--- src/rtl/irqc_pkg.sv ---
package irqc_pkg;

  // Register offsets decoded on the bus.
  localparam int OFF_STATUS  = 0;
  localparam int OFF_SET     = 1;
  localparam int OFF_ENABLE  = 2;
  localparam int OFF_CRIT    = 3;
  localparam int OFF_POL     = 4;
  localparam int OFF_TRIG    = 5;
  localparam int OFF_MASKED  = 6;
  localparam int OFF_VECTOR  = 7;
  localparam int OFF_VECCFG  = 8;

  // Write strobes from the control decoder to the datapath.
  typedef struct packed {
    logic wrStatus;
    logic wrSet;
    logic wrEnable;
    logic wrCrit;
    logic wrPolarity;
    logic wrTrigger;
    logic wrVecCfg;
  } irqc_strobe_t;

endpackage

--- src/rtl/irqc_ctrl.sv ---
module irqc_ctrl
  import irqc_pkg::*;
#(
  parameter int ADDR_W = 4
) (
  input  logic              busWrEn,
  input  logic [ADDR_W-1:0] busAddr,
  output irqc_strobe_t      strobes
);

  always_comb begin
    strobes            = '0;
    strobes.wrStatus   = busWrEn && (busAddr == ADDR_W'(OFF_STATUS));
    strobes.wrSet      = busWrEn && (busAddr == ADDR_W'(OFF_SET));
    strobes.wrEnable   = busWrEn && (busAddr == ADDR_W'(OFF_ENABLE));
    strobes.wrCrit     = busWrEn && (busAddr == ADDR_W'(OFF_CRIT));
    strobes.wrPolarity = busWrEn && (busAddr == ADDR_W'(OFF_POL));
    strobes.wrTrigger  = busWrEn && (busAddr == ADDR_W'(OFF_TRIG));
    strobes.wrVecCfg   = busWrEn && (busAddr == ADDR_W'(OFF_VECCFG));
    // Offsets 6 and 7 are read-only: no strobe is generated for them.
  end

endmodule

--- src/rtl/irqc_vecscan.sv ---
module irqc_vecscan #(
  parameter int NUM_SRC      = 32,
  parameter int STRIDE_SHIFT = 9
) (
  input  logic [NUM_SRC-1:0] critPend,
  input  logic [NUM_SRC-1:0] vecCfg,
  output logic [NUM_SRC-1:0] vecNext
);

  localparam int IDX_W = $clog2(NUM_SRC);

  logic [IDX_W-1:0] lowIdx;
  logic [IDX_W-1:0] highIdx;
  logic [IDX_W-1:0] steps;
  logic [NUM_SRC-1:0] baseAddr;

  always_comb begin
    lowIdx  = '0;
    highIdx = '0;

    // Scanning from the top down, the last hit is the lowest set bit.
    for (int i = NUM_SRC - 1; i >= 0; i--) begin
      if (critPend[i]) lowIdx = IDX_W'(i);
    end

    // Scanning from the bottom up, the last hit is the highest set bit.
    for (int i = 0; i < NUM_SRC; i++) begin
      if (critPend[i]) highIdx = IDX_W'(i);
    end

    // Bit 0 of the configuration selects the scan direction.
    steps    = vecCfg[0] ? (IDX_W'(NUM_SRC - 1) - highIdx) : lowIdx;
    baseAddr = {vecCfg[NUM_SRC-1:2], 2'b00};
    vecNext  = (|critPend) ? (baseAddr + (NUM_SRC'(steps) << STRIDE_SHIFT)) : '0;
  end

endmodule

--- src/rtl/irqc_datapath.sv ---
module irqc_datapath
  import irqc_pkg::*;
#(
  parameter int NUM_SRC      = 32,
  parameter int ADDR_W       = 4,
  parameter bit HAS_VECTOR   = 1'b1,
  parameter int STRIDE_SHIFT = 9
) (
  input  logic               clk,
  input  logic               rstN,
  input  irqc_strobe_t       strobes,
  input  logic [ADDR_W-1:0]  busAddr,
  input  logic [NUM_SRC-1:0] busWrData,
  input  logic [NUM_SRC-1:0] irqIn,
  output logic [NUM_SRC-1:0] busRdData,
  output logic               irqNormal,
  output logic               irqCrit
);

  logic [NUM_SRC-1:0] statusQ, enableQ, critQ, polQ, trigQ, vcfgQ, vecQ;
  logic [NUM_SRC-1:0] prevQ;
  logic [NUM_SRC-1:0] inMapped, riseVec, changeVec, levelMask;
  logic [NUM_SRC-1:0] statusNext, critPend, vecNext;
  logic               normalQ, critOutQ;

  // Input line n feeds status bit (NUM_SRC-1-n).
  for (genvar n = 0; n < NUM_SRC; n++) begin : g_map
    assign inMapped[NUM_SRC-1-n] = irqIn[n];
  end

  assign riseVec   = inMapped & ~prevQ;
  assign changeVec = inMapped ^ prevQ;
  assign levelMask = ~trigQ;
  assign critPend  = statusQ & enableQ & critQ;

  always_comb begin
    statusNext = statusQ;

    // Clear written bits, but keep level sources whose input is still high.
    if (strobes.wrStatus) begin
      statusNext = (statusNext & ~busWrData) | (inMapped & levelMask);
    end

    if (strobes.wrSet) begin
      statusNext = statusNext | busWrData;
    end

    // Edge sources latch on a rising input.
    statusNext = statusNext | (riseVec & trigQ);

    // Level sources follow their input whenever it changes.
    statusNext = (statusNext & ~(changeVec & levelMask))
               | (inMapped & changeVec & levelMask);
  end

  if (HAS_VECTOR) begin : g_vec
    irqc_vecscan #(
      .NUM_SRC     (NUM_SRC),
      .STRIDE_SHIFT(STRIDE_SHIFT)
    ) u_scan (
      .critPend(critPend),
      .vecCfg  (vcfgQ),
      .vecNext (vecNext)
    );
  end else begin : g_novec
    assign vecNext = '0;
  end

  always_ff @(posedge clk or negedge rstN) begin
    if (!rstN) begin
      statusQ  <= '0;
      enableQ  <= '0;
      critQ    <= '0;
      polQ     <= '0;
      trigQ    <= '0;
      vcfgQ    <= '0;
      vecQ     <= '0;
      prevQ    <= '0;
      normalQ  <= 1'b0;
      critOutQ <= 1'b0;
    end else begin
      statusQ <= statusNext;
      prevQ   <= inMapped;

      if (strobes.wrEnable)   enableQ <= busWrData;
      if (strobes.wrCrit)     critQ   <= busWrData;
      if (strobes.wrPolarity) polQ    <= busWrData;
      if (strobes.wrTrigger)  trigQ   <= busWrData;
      if (strobes.wrVecCfg && HAS_VECTOR) begin
        vcfgQ <= busWrData & ~NUM_SRC'(2);
      end

      // Outputs and vector are recomputed from the current registers.
      vecQ     <= vecNext;
      normalQ  <= |(statusQ & enableQ & ~critQ);
      critOutQ <= |critPend;
    end
  end

  always_comb begin
    case (busAddr)
      ADDR_W'(OFF_STATUS), ADDR_W'(OFF_SET): busRdData = statusQ;
      ADDR_W'(OFF_ENABLE):                   busRdData = enableQ;
      ADDR_W'(OFF_CRIT):                     busRdData = critQ;
      ADDR_W'(OFF_POL):                      busRdData = polQ;
      ADDR_W'(OFF_TRIG):                     busRdData = trigQ;
      ADDR_W'(OFF_MASKED):                   busRdData = statusQ & enableQ;
      ADDR_W'(OFF_VECTOR):                   busRdData = vecQ;
      ADDR_W'(OFF_VECCFG):                   busRdData = vcfgQ;
      default:                               busRdData = '0;
    endcase
  end

  assign irqNormal = normalQ;
  assign irqCrit   = critOutQ;

endmodule

--- src/rtl/irq_vec_ctrl.sv ---
module irq_vec_ctrl
  import irqc_pkg::*;
#(
  parameter int NUM_SRC      = 32,
  parameter int ADDR_W       = 4,
  parameter bit HAS_VECTOR   = 1'b1,
  parameter int STRIDE_SHIFT = 9
) (
  input  logic               clk,
  input  logic               rstN,
  input  logic [NUM_SRC-1:0] irqIn,
  input  logic [ADDR_W-1:0]  busAddr,
  input  logic               busWrEn,
  input  logic [NUM_SRC-1:0] busWrData,
  output logic [NUM_SRC-1:0] busRdData,
  output logic               irqNormal,
  output logic               irqCrit
);

  irqc_strobe_t strobes;

  irqc_ctrl #(
    .ADDR_W(ADDR_W)
  ) u_ctrl (
    .busWrEn(busWrEn),
    .busAddr(busAddr),
    .strobes(strobes)
  );

  irqc_datapath #(
    .NUM_SRC     (NUM_SRC),
    .ADDR_W      (ADDR_W),
    .HAS_VECTOR  (HAS_VECTOR),
    .STRIDE_SHIFT(STRIDE_SHIFT)
  ) u_dp (
    .clk      (clk),
    .rstN     (rstN),
    .strobes  (strobes),
    .busAddr  (busAddr),
    .busWrData(busWrData),
    .irqIn    (irqIn),
    .busRdData(busRdData),
    .irqNormal(irqNormal),
    .irqCrit  (irqCrit)
  );

endmodule

--- config.mk ---
export PLATFORM = sky130hd
export DESIGN_NAME = irq_vec_ctrl
export DESIGN_NICKNAME = d
export VERILOG_FILES = /design/src/rtl/irqc_pkg.sv /design/src/rtl/irqc_ctrl.sv /design/src/rtl/irqc_vecscan.sv /design/src/rtl/irqc_datapath.sv /design/src/rtl/irq_vec_ctrl.sv
export SDC_FILE = /design/constraint.sdc
export NUM_CORES = 1
export LEC_CHECK = 0
export BUFFER_PORTS_ARGS = -buffer_cell sky130_fd_sc_hd__buf_4
export CORE_ASPECT_RATIO = 0.75
export CORE_MARGIN = 2
export CORE_UTILIZATION = 55
export CTS_CLUSTER_SIZE = 16
export DETAILED_ROUTE_END_ITERATION = 12
export PLACE_DENSITY = 0.85
export REMOVE_ABC_BUFFERS = 1
export SLEW_MARGIN = 40
export SYNTH_ARGS = -nofsm -noshare
export SYNTH_HDL_FRONTEND = slang
export SYNTH_HIERARCHICAL = 1
export SYNTH_SLANG_ARGS = --single-unit
--- constraint.sdc ---
create_clock -name clk -period 3.48 [get_ports clk]
set_input_delay 0.174 -clock clk [delete_from_list [all_inputs] [get_ports clk]]
set_output_delay 0.174 -clock clk [all_outputs]
set_load 0.01 [all_outputs]
==> results of run 1 <==
worst paths after layout:
path / from / to / depth (start not counted)
hold reg to reg: u_dp/polQ[1]$_DFFE_PN0P_ / u_dp/polQ[1]$_DFFE_PN0P_ / 1
min in group clk: irqIn[11] / u_dp/prevQ[20]$_DFF_PN0_ / 2
hold / removal: rstN / u_dp/polQ[6]$_DFFE_PN0P_ / 2
setup / recovery: u_dp/enableQ[26]$_DFFE_PN0P_ / u_dp/vecQ[27]$_DFF_PN0_ / 17
setup reg to reg: u_dp/enableQ[26]$_DFFE_PN0P_ / u_dp/vecQ[27]$_DFF_PN0_ / 17
max in group asynchronous: rstN / u_dp/enableQ[24]$_DFFE_PN0P_ / 4
area by class of cell:
type / count / area share (%)
repair buffers: 224 / 11.6
flip-flops and latches: 257 / 38.9
diodes: 1 / 0.0152
inverters: 50 / 1.14
clock inverters: 11 / 1.13
multi-input cells: 900 / 40.2
well taps: 331 / 2.51
clock buffers: 34 / 4.49
routing by layer:
metal / share of wire (%) / vias to the layer above / routed length [µm] / track usage [%]
li1: - / 5041 / - / -
met1: 41 / 5662 / 16600 / 44.2
met2: 47 / 698 / 18700 / 49.6
met3: 9.6 / 79 / 3870 / 5.29
met4: 2.4 / 0 / 957 / 8.67
met5: 0 / - / 0 / 0
metrics by stage:
step | area [µm²] | std cells | TNS (ns) | hold slack [ns] | setup WS [ns]
after floorplan | 13100 | 1207 | -38.41 | -0.122 | -0.839
after global placement | 14800 | 1693 | 0 | 0.303 | 0.138
after detailed placement | 14800 | 1694 | 0 | 0.150 | 0.0260
after CTS | 16400 | 1804 | 0 | 0.196 | 0.0313
after global routing | 16500 | 1807 | -0.00428 | 0.237 | -0.00428
final | 16500 | 1808 | 0 | 0.184 | 0.108
where the power goes:
part / internal (W) / switching (W)
sequential: 0.00366 / 0.000623
clock: 0.00186 / 0.00118
combinational: 0.00130 / 0.00134
total: 0.00682 / 0.00314
registers in the layout, indices dropped and copies added, names as in the netlist:
register	flops
u_dp/prevQ	32
u_dp/critQ	32
u_dp/irqNormal	1
u_dp/polQ	32
u_dp/irqCrit	1
u_dp/enableQ	32
u_dp/vecQ	32
u_dp/vcfgQ	31
u_dp/trigQ	32
u_dp/statusQ	32
cell usage in the layout (no fill, tap or decap), drive strengths merged, types with 8 or more instances in the layout:
cell type,count
a221oi,32
dlygate4sd3,65
o22ai,14
ha,38
a21oi,18
nor4,18
buf,159
clkbuf,34
mux2,161
a222oi,31
nor2,111
nor2b,14
and3,35
o21ai,8
o21bai,33
inv,50
a21o,32
nor3,20
a22oi,30
nand3,13
o2111ai,31
dfrtp,257
nand2,182
xor2,15
repair_timing:
item,4_1_cts,5_1_grt
hold endpoints to repair,268,0
gates resized for setup,1,25
hold buffers,65,0
setup endpoints to repair,1,13
pin swaps,0,1
buffers inserted,0,3
==> impl_results.md, run 1 <==
- Post-Route WL: 40100 µm
- Worst path bufs/invs: 3
- Critical Path Sink Type: flip-flop
- Row cnt: 49
- TritonRoute pass-1 iters: 7
- Hold Crit Class: in -> async
- Initial antenna violation count: 1
- Register area: 0.00643 mm²
- Syn_area_per_cell: 10.6 µm²
- Worst setup path class: reg -> reg
- Via count of the routed design: 11.5k
- Top Family by Delay on Critical Path: compound AO/OA/AOI/OAI gates
- Fin. Hold Viols: 0
- Filler instances: 1730
- I/O Buffers: 104
- Required @ worst endpoint: 3.90 ns
- Peak VDD IR: 0.000428 V
- Critical path's most frequent cell: inv_1
- Sink Count: 257
- H-tree Lvls: 1
- Max Buffers Root-to-Sink: 3
- Die H: 139 µm
- Setup violators final: 0
- Static Leakage: 7.46 nW
- Overall Power: 0.00997 W
- Clock Pin Slew Worst Setup and Hold Paths: 0.06 ns
- Vias in the first global route: 11.4k
- Synthesized cell area: 0.0134 mm²
- Slowest stage delay, CP: 0.41 ns
- Final HPWL DP: 25700 µm
- Fmax: 0.297 GHz
- Worst-path maximum fanout: 7
- Clk_lat worst skew: 0.54 ns
- Status: complete, no violations
- GRT Total Usage: 31.1%
- TritonCTS Buffers: 26
- Worst-Margin Slew: 0.911 ns
- Pins Over Slew Limit: 0
- Rel. slew slack: 38.7%
- GPL Wtd Cong: 0.965
- Yosys warns: 6
- Cells after synthesis: 1271
- Area Growth Syn to Fin: 23.1%
- Wirelength per Cell: 22.2 µm
- Die ar.: 0.0257 mm²
- CP startpoint kind: flip-flop
- Min Tclk post-route: 3.37 ns
- Final Cycle Share: 96.9%
- DR iter-0 viols: 1198
- Worst Clk Skew: 0.0132 ns
- DRC viols: 0
- # Max-Cap Violations: 0
- Largest net degree at the start of global routing: 63
- Initial core utilization: 56.0%
- Fin nets: 1569
- Die W: 184 µm
- First-pass GRT wire length: 62800 µm
- Gr ovfl total: 0
- Root buf cell: clkbuf_16
- Io pins: 105
- Via-to-Cell Ratio: 6.35
- Crit path DAT: 3.80 ns
- Fin util: 68.9%
- Detail Route Antenna Nets: 0
- Core area: 0.0240 mm²
- Layout cell share with drive strength beyond 1: 28.0%
- CP Cell Sequence: and3_4, inv_1, a2111oi_2, o31ai_1, a31oi_1, o221ai_1, a32o_2, ha_1, inv_1, fa_1, nor2b_2, o31ai_2, a21oi_1, buf_4, and3_1, xnor2_1, nor2_1
- Area of the multi-input gates: 0.00664 mm²
- Reg2reg setup slack: 0.11 ns
- Clock tree from TritonCTS: yes
- CP max-delay cell: dfrtp_1
- Cell Pwr Density: 604 mW/mm²
Note: power is estimated with default switching activity, not from simulation.
==> run 2, diff against run 1 <==
- CELL_PAD_IN_SITES_DETAIL_PLACEMENT: unset -> 0
- CELL_PAD_IN_SITES_GLOBAL_PLACEMENT: unset -> 1
- CORE_ASPECT_RATIO: 0.75 -> 0.7
- CORE_UTILIZATION: 55 -> 48
- PLACE_DENSITY: 0.85 -> 0.91
==> impl_results.md, run 2 (synthesis results as in run 1) <==
- GR Util met1: 39.9%
- Hold Crit Class: in -> async
- GPL Wtd Cong: 0.922
- Worst path bufs/invs: 1
- Setup violators final: 0
- Final hold slack: 0.142 ns
- TritonRoute pass-1 iters: 9
- # Max-Cap Violations: 0
- CP max-delay cell: dfrtp_1
- Layout cell share with drive strength beyond 1: 27.3%
- Gr ovfl total: 0
- Final HPWL DP: 26300 µm
- H-tree Lvls: 1
- Top Family by Delay on Critical Path: compound AO/OA/AOI/OAI gates
- Status: complete, no violations
- Fin nets: 1558
- Worst-Margin Slew: 0.672 ns
- Wirelength per Cell: 22.0 µm
- Sink Count: 257
- Fmax: 0.303 GHz
- Via-to-Cell Ratio: 6.10
- Static Leakage: 7.41 nW
- GRT Total Usage: 27.4%
- Root buf cell: clkbuf_16
- DR iter-0 viols: 1196
- Critical path's most frequent cell: nand4_1
- Clock Pin Slew Worst Setup and Hold Paths: 0.07 ns
- Clk_lat worst skew: 0.55 ns
- Max Buffers Root-to-Sink: 3
- TritonCTS Buffers: 26
- Die H: 144 µm
- Grt peak-use layer: met2
- Commonest non-fill, non-tap cell in the layout: dfrtp_1
- Core area: 0.0276 mm²
- Worst-path maximum fanout: 6
- Worst Clk Skew: 0.0148 ns
- Worst setup path class: reg -> reg
- Fin. Hold Viols: 0
- Vias in the first global route: 10.7k
- Pre-CTS WS: 0.0544 ns
- Clock tree from TritonCTS: yes
- Final Cycle Share: 94.9%
- Peak VDD IR: 0.000299 V
- Rel. slew slack: 55.1%
- Most frequent cells in the layout: 257 x dfrtp_1, 182 x nand2_1, 161 x mux2_2
- Largest net degree at the start of global routing: 71
- Grt met3 use: 5.83%
- Min Tclk post-route: 3.30 ns
- Crit path DAT: 3.73 ns
- First-pass GRT wire length: 61800 µm
- Setup TNS Final: 0 ns
- Area Growth Syn to Fin: 22.9%
- I/O Buffers: 104
- CP Cell Sequence: and3_2, nor2_2, o311a_1, o41ai_1, o311ai_1, a21boi_2, o221ai_1, ha_1, a21o_1, nand4_1, a31oi_1, buf_4, nand4_1, xor2_1, nor2_1
- Ant diodes: 0
- Post-Route WL: 40300 µm
- DRC viols: 0
- Slowest stage delay, CP: 0.41 ns
- Setup ws final: 0.179 ns
- Detail Route Antenna Nets: 0
- Via count of the routed design: 11.2k
- Required @ worst endpoint: 3.90 ns
- Row cnt: 51
- CP startpoint kind: flip-flop
- Cell Pwr Density: 604 mW/mm²
- Initial core utilization: 48.6%
- Die W: 204 µm
- Critical Path Sink Type: flip-flop
- GR Layer Usage met2: 41.7%
- Pins Over Slew Limit: 0
- Die ar.: 0.0293 mm²
- Io pins: 105
- Initial antenna violation count: 1
run 2: final cells by class:
| type | count | area [µm²] |
|---|---|---|
| Clock buffer | 37 | 773 |
| Fill cell | 2276 | 11100 |
| Tap cell | 371 | 464 |
| Clock inverter | 7 | 160 |
| Inverter | 50 | 188 |
| Sequential cell | 257 | 6430 |
| Multi-Input combinational cell | 900 | 6640 |
| Timing Repair Buffer | 213 | 1830 |
run 2: worst register-to-register path, delay by kind of cell, from the launching register on:
kind | cells | cell delay, ns
and+or+nand+nor | 5 | 0.65
adders and majority gates | 1 | 0.29
xor gates and xnor gates | 1 | 0.18
buffers and inverters | 1 | 0.18
AOI/OAI and AO/OA | 7 | 1.47
DFF | 1 | 0.41
run 2: worst paths after layout:
kind / start / end / slack (ns) / cells past startpoint
setup reg to reg: u_dp/enableQ[3]$_DFFE_PN0P_ / u_dp/vecQ[22]$_DFF_PN0_ / 0.18 / 15
min in group clk: irqIn[30] / u_dp/prevQ[1]$_DFF_PN0_ / 0.29 / 2
max in group asynchronous: rstN / u_dp/critQ[25]$_DFFE_PN0P_ / 2.61 / 3
setup / recovery: u_dp/enableQ[3]$_DFFE_PN0P_ / u_dp/vecQ[22]$_DFF_PN0_ / 0.18 / 15
hold / removal: rstN / u_dp/trigQ[6]$_DFFE_PN0P_ / 0.14 / 2
hold reg to reg: u_dp/polQ[18]$_DFFE_PN0P_ / u_dp/polQ[18]$_DFFE_PN0P_ / 0.51 / 1
run 2: report_power, final:
| part | total [W] | switching, W | internal (W) |
|---|---|---|---|
| Combinational | 0.00255 | 0.00131 | 0.00124 |
| Sequential | 0.00429 | 0.000633 | 0.00366 |
| Clock | 0.00311 | 0.00121 | 0.00190 |
run 2: routing by layer:
metal	routed length, µm	up-vias
met1	18200	5615
li1	-	5030
met5	0	-
met2	17700	486
met3	3620	58
met4	850	0
run 2: repair_timing:
item                       CTS  global route
buffers inserted             0             1
resized for setup            0            24
setup endpoints to repair    0            16
hold endpoints to repair   379             0
hold buffers                65             0
run 2: stage by stage:
step                      power, W  std cells  util, %  cell area (µm²)
after floorplan            0.00567       1207        -            13100
after global placement     0.00662       1723     53.4            14800
after detailed placement   0.00671       1725     53.6            14800
after CTS                  0.00988       1834     59.4            16400
after global routing        0.0104       1835     59.7            16500
final                      0.00995       1835     59.7            16500
